**src/rtl/csq_pkg.sv**
```systemverilog
package csq_pkg;

  // Inactive level of an active-low sync stream
  localparam logic SYNC_IDLE = 1'b1;

  // Output path select encoding (matches the filt_en pin)
  typedef enum logic {
    PATH_BYPASS = 1'b0,
    PATH_FILTER = 1'b1
  } path_sel_e;

endpackage

```
**src/rtl/csq_sync_chain.sv**
```systemverilog
module csq_sync_chain
  import csq_pkg::*;
#(
  parameter int STAGES = 2
) (
  input  logic clk,
  input  logic rst_n,
  input  logic d_in,
  output logic d_out
);

  logic [STAGES-1:0] stg_q;

  generate
    for (genvar i = 0; i < STAGES; i++) begin : g_stage
      if (i == 0) begin : g_first
        always_ff @(posedge clk or negedge rst_n) begin
          if (!rst_n) stg_q[i] <= SYNC_IDLE;
          else        stg_q[i] <= d_in;
        end
      end else begin : g_next
        always_ff @(posedge clk or negedge rst_n) begin
          if (!rst_n) stg_q[i] <= SYNC_IDLE;
          else        stg_q[i] <= stg_q[i-1];
        end
      end
    end
  endgenerate

  assign d_out = stg_q[STAGES-1];

endmodule

```
**src/rtl/csq_qualifier.sv**
```systemverilog
module csq_qualifier
  import csq_pkg::*;
#(
  parameter int LEN_W = 6
) (
  input  logic             clk,
  input  logic             rst_n,
  input  logic             smp_lvl,
  input  logic [LEN_W-1:0] win_len,
  output logic             qual_lvl,
  output logic [LEN_W-1:0] run_cnt
);

  localparam int EXT_W = LEN_W + 1;

  logic [EXT_W-1:0] cnt_next;
  logic [EXT_W-1:0] win_eff;
  logic             differs;
  logic             commit;

  // A zero window behaves like a one-sample window
  assign win_eff  = (win_len == '0) ? EXT_W'(1) : {1'b0, win_len};
  assign cnt_next = {1'b0, run_cnt} + EXT_W'(1);
  assign differs  = (smp_lvl != qual_lvl);
  assign commit   = differs && (cnt_next >= win_eff);

  always_ff @(posedge clk or negedge rst_n) begin
    if (!rst_n) begin
      qual_lvl <= SYNC_IDLE;
      run_cnt  <= '0;
    end else if (!differs) begin
      run_cnt  <= '0;
    end else if (commit) begin
      qual_lvl <= smp_lvl;
      run_cnt  <= '0;
    end else begin
      run_cnt  <= cnt_next[LEN_W-1:0];
    end
  end

endmodule

```
**src/rtl/csq_out_stage.sv**
```systemverilog
module csq_out_stage
  import csq_pkg::*;
(
  input  logic clk,
  input  logic rst_n,
  input  logic filt_en,
  input  logic raw_lvl,
  input  logic qual_lvl,
  output logic out_lvl
);

  path_sel_e sel;
  logic      pick;

  assign sel = path_sel_e'(filt_en);

  always_comb begin
    case (sel)
      PATH_FILTER: pick = qual_lvl;
      default:     pick = raw_lvl;
    endcase
  end

  always_ff @(posedge clk or negedge rst_n) begin
    if (!rst_n) out_lvl <= SYNC_IDLE;
    else        out_lvl <= pick;
  end

endmodule

```
**src/rtl/csync_qual_filter.sv**
```systemverilog
module csync_qual_filter
  import csq_pkg::*;
#(
  parameter int LEN_W       = 6,
  parameter int SYNC_STAGES = 2
) (
  input  logic             clk,
  input  logic             rst_n,
  input  logic             sync_in,
  input  logic             filt_en,
  input  logic [LEN_W-1:0] win_len,
  output logic             sync_out
);

  logic             smp_lvl;
  logic             qual_lvl;
  logic [LEN_W-1:0] run_cnt;

  csq_sync_chain #(
    .STAGES (SYNC_STAGES)
  ) u_sync (
    .clk   (clk),
    .rst_n (rst_n),
    .d_in  (sync_in),
    .d_out (smp_lvl)
  );

  csq_qualifier #(
    .LEN_W (LEN_W)
  ) u_qual (
    .clk      (clk),
    .rst_n    (rst_n),
    .smp_lvl  (smp_lvl),
    .win_len  (win_len),
    .qual_lvl (qual_lvl),
    .run_cnt  (run_cnt)
  );

  csq_out_stage u_out (
    .clk      (clk),
    .rst_n    (rst_n),
    .filt_en  (filt_en),
    .raw_lvl  (smp_lvl),
    .qual_lvl (qual_lvl),
    .out_lvl  (sync_out)
  );

endmodule

```
**config.mk**
```make
export PLATFORM = sky130hd
export DESIGN_NAME = csync_qual_filter
export DESIGN_NICKNAME = d
export VERILOG_FILES = /design/src/rtl/csq_pkg.sv /design/src/rtl/csq_sync_chain.sv /design/src/rtl/csq_qualifier.sv /design/src/rtl/csq_out_stage.sv /design/src/rtl/csync_qual_filter.sv
export SDC_FILE = /design/constraint.sdc
export NUM_CORES = 1
export LEC_CHECK = 0
export BUFFER_PORTS_ARGS = -buffer_cell sky130_fd_sc_hd__buf_2
export CAP_MARGIN = 0
export CORE_MARGIN = 1
export CORE_UTILIZATION = 32
export DETAILED_ROUTE_END_ITERATION = 8
export GPL_TIMING_DRIVEN = 1
export PLACE_DENSITY_LB_ADDON = 0.2
export REMOVE_ABC_BUFFERS = 1
export SLEW_MARGIN = 10
export SYNTH_ARGS = -nofsm -noshare
export SYNTH_HDL_FRONTEND = slang
export SYNTH_SLANG_ARGS = --single-unit
```
**constraint.sdc**
```tcl
create_clock -name clk -period 6.4 [get_ports clk]
set_clock_uncertainty 0.2 [all_clocks]
set_input_delay 1.92 -clock clk [delete_from_list [all_inputs] [get_ports clk]]
set_output_delay 1.92 -clock clk [all_outputs]
set_load 0.1 [all_outputs]
```
==> impl_metrics.env <==
export IMPL_status="complete, no violations"
export IMPL_grt_max_degree=11
export IMPL_synth_flop_cell="dfrtp_1"
export IMPL_required_ps=6390
export IMPL_post_route_min_period_ps=3456
export IMPL_synth_area_top_cells="dfrtp_1, dfstp_2, ha_1"
export IMPL_fillCellCount=158
export IMPL_diodes=0
export IMPL_fp_dieW_um=44.46
export IMPL_yosys_warnings=0
export IMPL_start_kind="input port"
export IMPL_area_growth_pct=20.17
export IMPL_tightestPinTransition_ps=484.0
export IMPL_power_leakage_uw=0.0003714
export IMPL_p_comb_share_pct=36.2
export IMPL_grt_pass1_vias=395
export IMPL_setup_worst_path_end="u_qual.qual_lvl"
export IMPL_worst_slack_ps=2944
export IMPL_reg2reg_to="u_qual.qual_lvl"
export IMPL_grt_pass1_wl_um=1607
export IMPL_routed_wl_um=919
export IMPL_r2r_start="u_qual.run_cnt[0]"
export IMPL_synth_area_um2=576.8
export IMPL_path_max_fanout=2
export IMPL_post_cts_buffers=0
export IMPL_cp_slowest_cell="mux2_4"
export IMPL_finalSetupViolCount=0
export IMPL_maxCapViolations=0
export IMPL_post_cts_resized=0
export IMPL_via_count=391
export IMPL_synth_cell_type_count=21
export IMPL_cts_tree="done"
export IMPL_cts_hold_buf=0
export IMPL_switching_share_pct=35.11
export IMPL_synth_area_per_cell_um2=11.31
export IMPL_path_buf_inv=1
export IMPL_track_usage_pct=11.75
export IMPL_dpl_hpwl_um=747.3
export IMPL_ioPinCount=11
export IMPL_drcViolationCount=0
export IMPL_startpoint="win_len[1]"
export IMPL_row_count=14
export IMPL_synthMuxAreaShare_pct=4.555
export IMPL_fmax_mhz=289.3
export IMPL_drive_gt1_share_pct=36.92
export IMPL_synth_top_family_by_area="adder cells"
export IMPL_synthXorXnorAreaFrac_pct=7.592
export IMPL_powerDensity_mw_per_mm2=327.6
export IMPL_gp_congestion=0.6931
export IMPL_cts_sinks=10
export IMPL_dp_slack_ps=2645
export IMPL_clock_path_buffers=2
export IMPL_final_setup_tns_ps=0
export IMPL_cp_depth=8
export IMPL_clk_pin_slew_ps=60
export IMPL_nets=83
export IMPL_synthArstFlopShare_pct=100.0
export IMPL_worst_setup_path_type="in -> reg"
export IMPL_detail_route_antenna_nets=0
export IMPL_relSlewSlack_pct=67.96
export IMPL_ff2ff_path_depth=8
export IMPL_core_area_mm2=0.001594
export IMPL_synth_edf_count=0
export IMPL_yosys_area_top_type="dfrtp_1"
export IMPL_portBuffers=10
export IMPL_cts_buffers=3
export IMPL_internal_power_uw=147.3
export IMPL_drtIter0Drc=5
export IMPL_firstDrtPassIters=4
export IMPL_die_y_um=44.46
export IMPL_synth_compound_area_share_pct=11.50
export IMPL_crit_family="compound AO/OA/AOI/OAI gates"
export IMPL_grt_ovfl_total=0
export IMPL_rsz0062_at_grt="false"
export IMPL_hp_class="reg -> reg"
export IMPL_switchingPower_uw=79.73
export IMPL_antenna_found_initial=0
export IMPL_drv_slew=0
export IMPL_clk_latency_ps=260
export IMPL_initial_utilization_pct=36.19
export IMPL_dieArea_mm2=0.001976
export IMPL_ys_seq_area_share_pct=44.25
export IMPL_period_share_pct=54.00
export IMPL_yosysMostFrequentCell="ha_1"
export IMPL_pwr_share_seq_pct=39.6
export IMPL_hold_violations=0
export IMPL_reg2reg_slack_ps=3930
export IMPL_p_clk_share_pct=24.2
export IMPL_crit_arrival_ps=3450
export IMPL_cts_root_buf="clkbuf_4"
export IMPL_ys_ff_latch=10
export IMPL_htreeDepth=1
export IMPL_path_cells="buf_2 > nor3_1 > a31o_2 > ha_1 > nand2b_1 > a31oi_1 > o21ai_2 > mux2_4"
export IMPL_max_vdd_ir_drop_uv=174.5
export IMPL_synthTopCellsByCount="ha_1, dfrtp_1, inv_1"
export IMPL_synth_top_area_share_pct=26.03
export IMPL_synthCells=51
export IMPL_cpPeakStageDelay_ps=310
export IMPL_synth_simple_area_share_pct=13.02
export IMPL_yosys_area_share_adder_pct=15.18
export IMPL_end_kind="flop"
export IMPL_avgRoutedWirePerCell_um=10.33
export IMPL_viasPerCell=4.393
## cell families (layout without fill, tap and decap cells)
group | count (synthesis) | after routing
xor+xnor | 5 | 5
compound gates | 7 | 7
flops | 10 | 10
buf+inv | 6 | 20
mux | 2 | 2
fa+ha+maj | 7 | 7
simple gates | 14 | 14
## power groups by stage
stage          clock network [uW]  logic [uW]  registers (uW)
2_1_floorplan                   0        52.1             103
3_3_place_gp                    0        83.1            90.7
3_5_place_dp                    0        84.1            91.0
4_1_cts                      57.9        84.7            89.9
5_1_grt                      61.0        94.0            92.0
6_report                     54.9        82.3            89.9
## state kept, by name (all words and copies together), names as in the netlist
register         count
u_out.out_lvl        1
u_qual.qual_lvl      1
u_qual.run_cnt       6
u_sync.d_out         1
u_sync.stg_q         1
## worst register-to-register path, delay by kind of cell, from the launching register on
kind,cells,cell delay [ps]
and+or+nand+nor,1,100
AOI/OAI and AO/OA,3,640
adders and majority gates,2,510
DFF,1,400
muxes,1,310
xor gates and xnor gates,1,250
## cells in the final DEF, fill, tap and decap left out
cell      instances
buf_2            10
ha_1              7
inv_1             6
dfrtp_1           6
nor2b_1           4
dfstp_2           4
nand3_1           3
nor2_1            3
xor2_1            3
clkbuf_4          3
xnor2_1           2
a21o_1            2
nor3_1            1
a31o_2            1
nand2_1           1
nand2b_1          1
a31oi_1           1
and4_1            1
a221oi_2          1
o211ai_2          1
mux2_2            1
o21ai_2           1
mux2_4            1
clkbuf_8          1
## routing by layer
layer	wire length, um	up-vias	part of all wire, %	track usage, %
li1	-	203	-	-
met1	494	178	54	15.68
met2	389	8	42	16.47
met3	24	2	2.6	1.224
met4	10	0	1.1	10.91
met5	0	-	0	0
## cell type report
| class | instances | area (um2) | share of cell area, % |
|---|---|---|---|
| multi-input combinational | 35 | 299.0 | 43.14 |
| sequential | 10 | 255.2 | 36.82 |
| timing repair buffer | 10 | 50.05 | 7.220 |
| clock buffer | 4 | 36.28 | 5.235 |
| tap | 24 | 30.03 | 4.332 |
| inverter | 6 | 22.52 | 3.249 |
## worst min path at each step
stage                         start      endpoint  slack, ps  cells past startpoint
floorplan           u_sync.stg_q[0]  u_sync.d_out        150                      0
global placement    u_sync.stg_q[0]  u_sync.d_out        150                      0
detailed placement  u_sync.stg_q[0]  u_sync.d_out        150                      0
CTS                 u_sync.stg_q[0]  u_sync.d_out        160                      0
global route        u_sync.stg_q[0]  u_sync.d_out        160                      0
finish              u_sync.stg_q[0]  u_sync.d_out        160                      0
## metrics by stage
| step | hold slack, ps | total power [uW] | area (um2) | util, % | instances |
|---|---|---|---|---|---|
| 3_3_place_gp | 146.2 | 173.8 | 656.9 | 41.21 | 85 |
| 5_1_grt | 164.7 | 247.0 | 693.2 | 43.49 | 89 |
| 4_1_cts | 158.3 | 232.5 | 693.2 | 43.49 | 89 |
| 6_report | 157.1 | 227.1 | 693.2 | 43.49 | 89 |
| 3_5_place_dp | 148.5 | 175.1 | 656.9 | 41.21 | 85 |
| 2_1_floorplan | 145.2 | 155.2 | 576.8 | - | 51 |
Note: power is estimated with default switching activity, not from simulation.
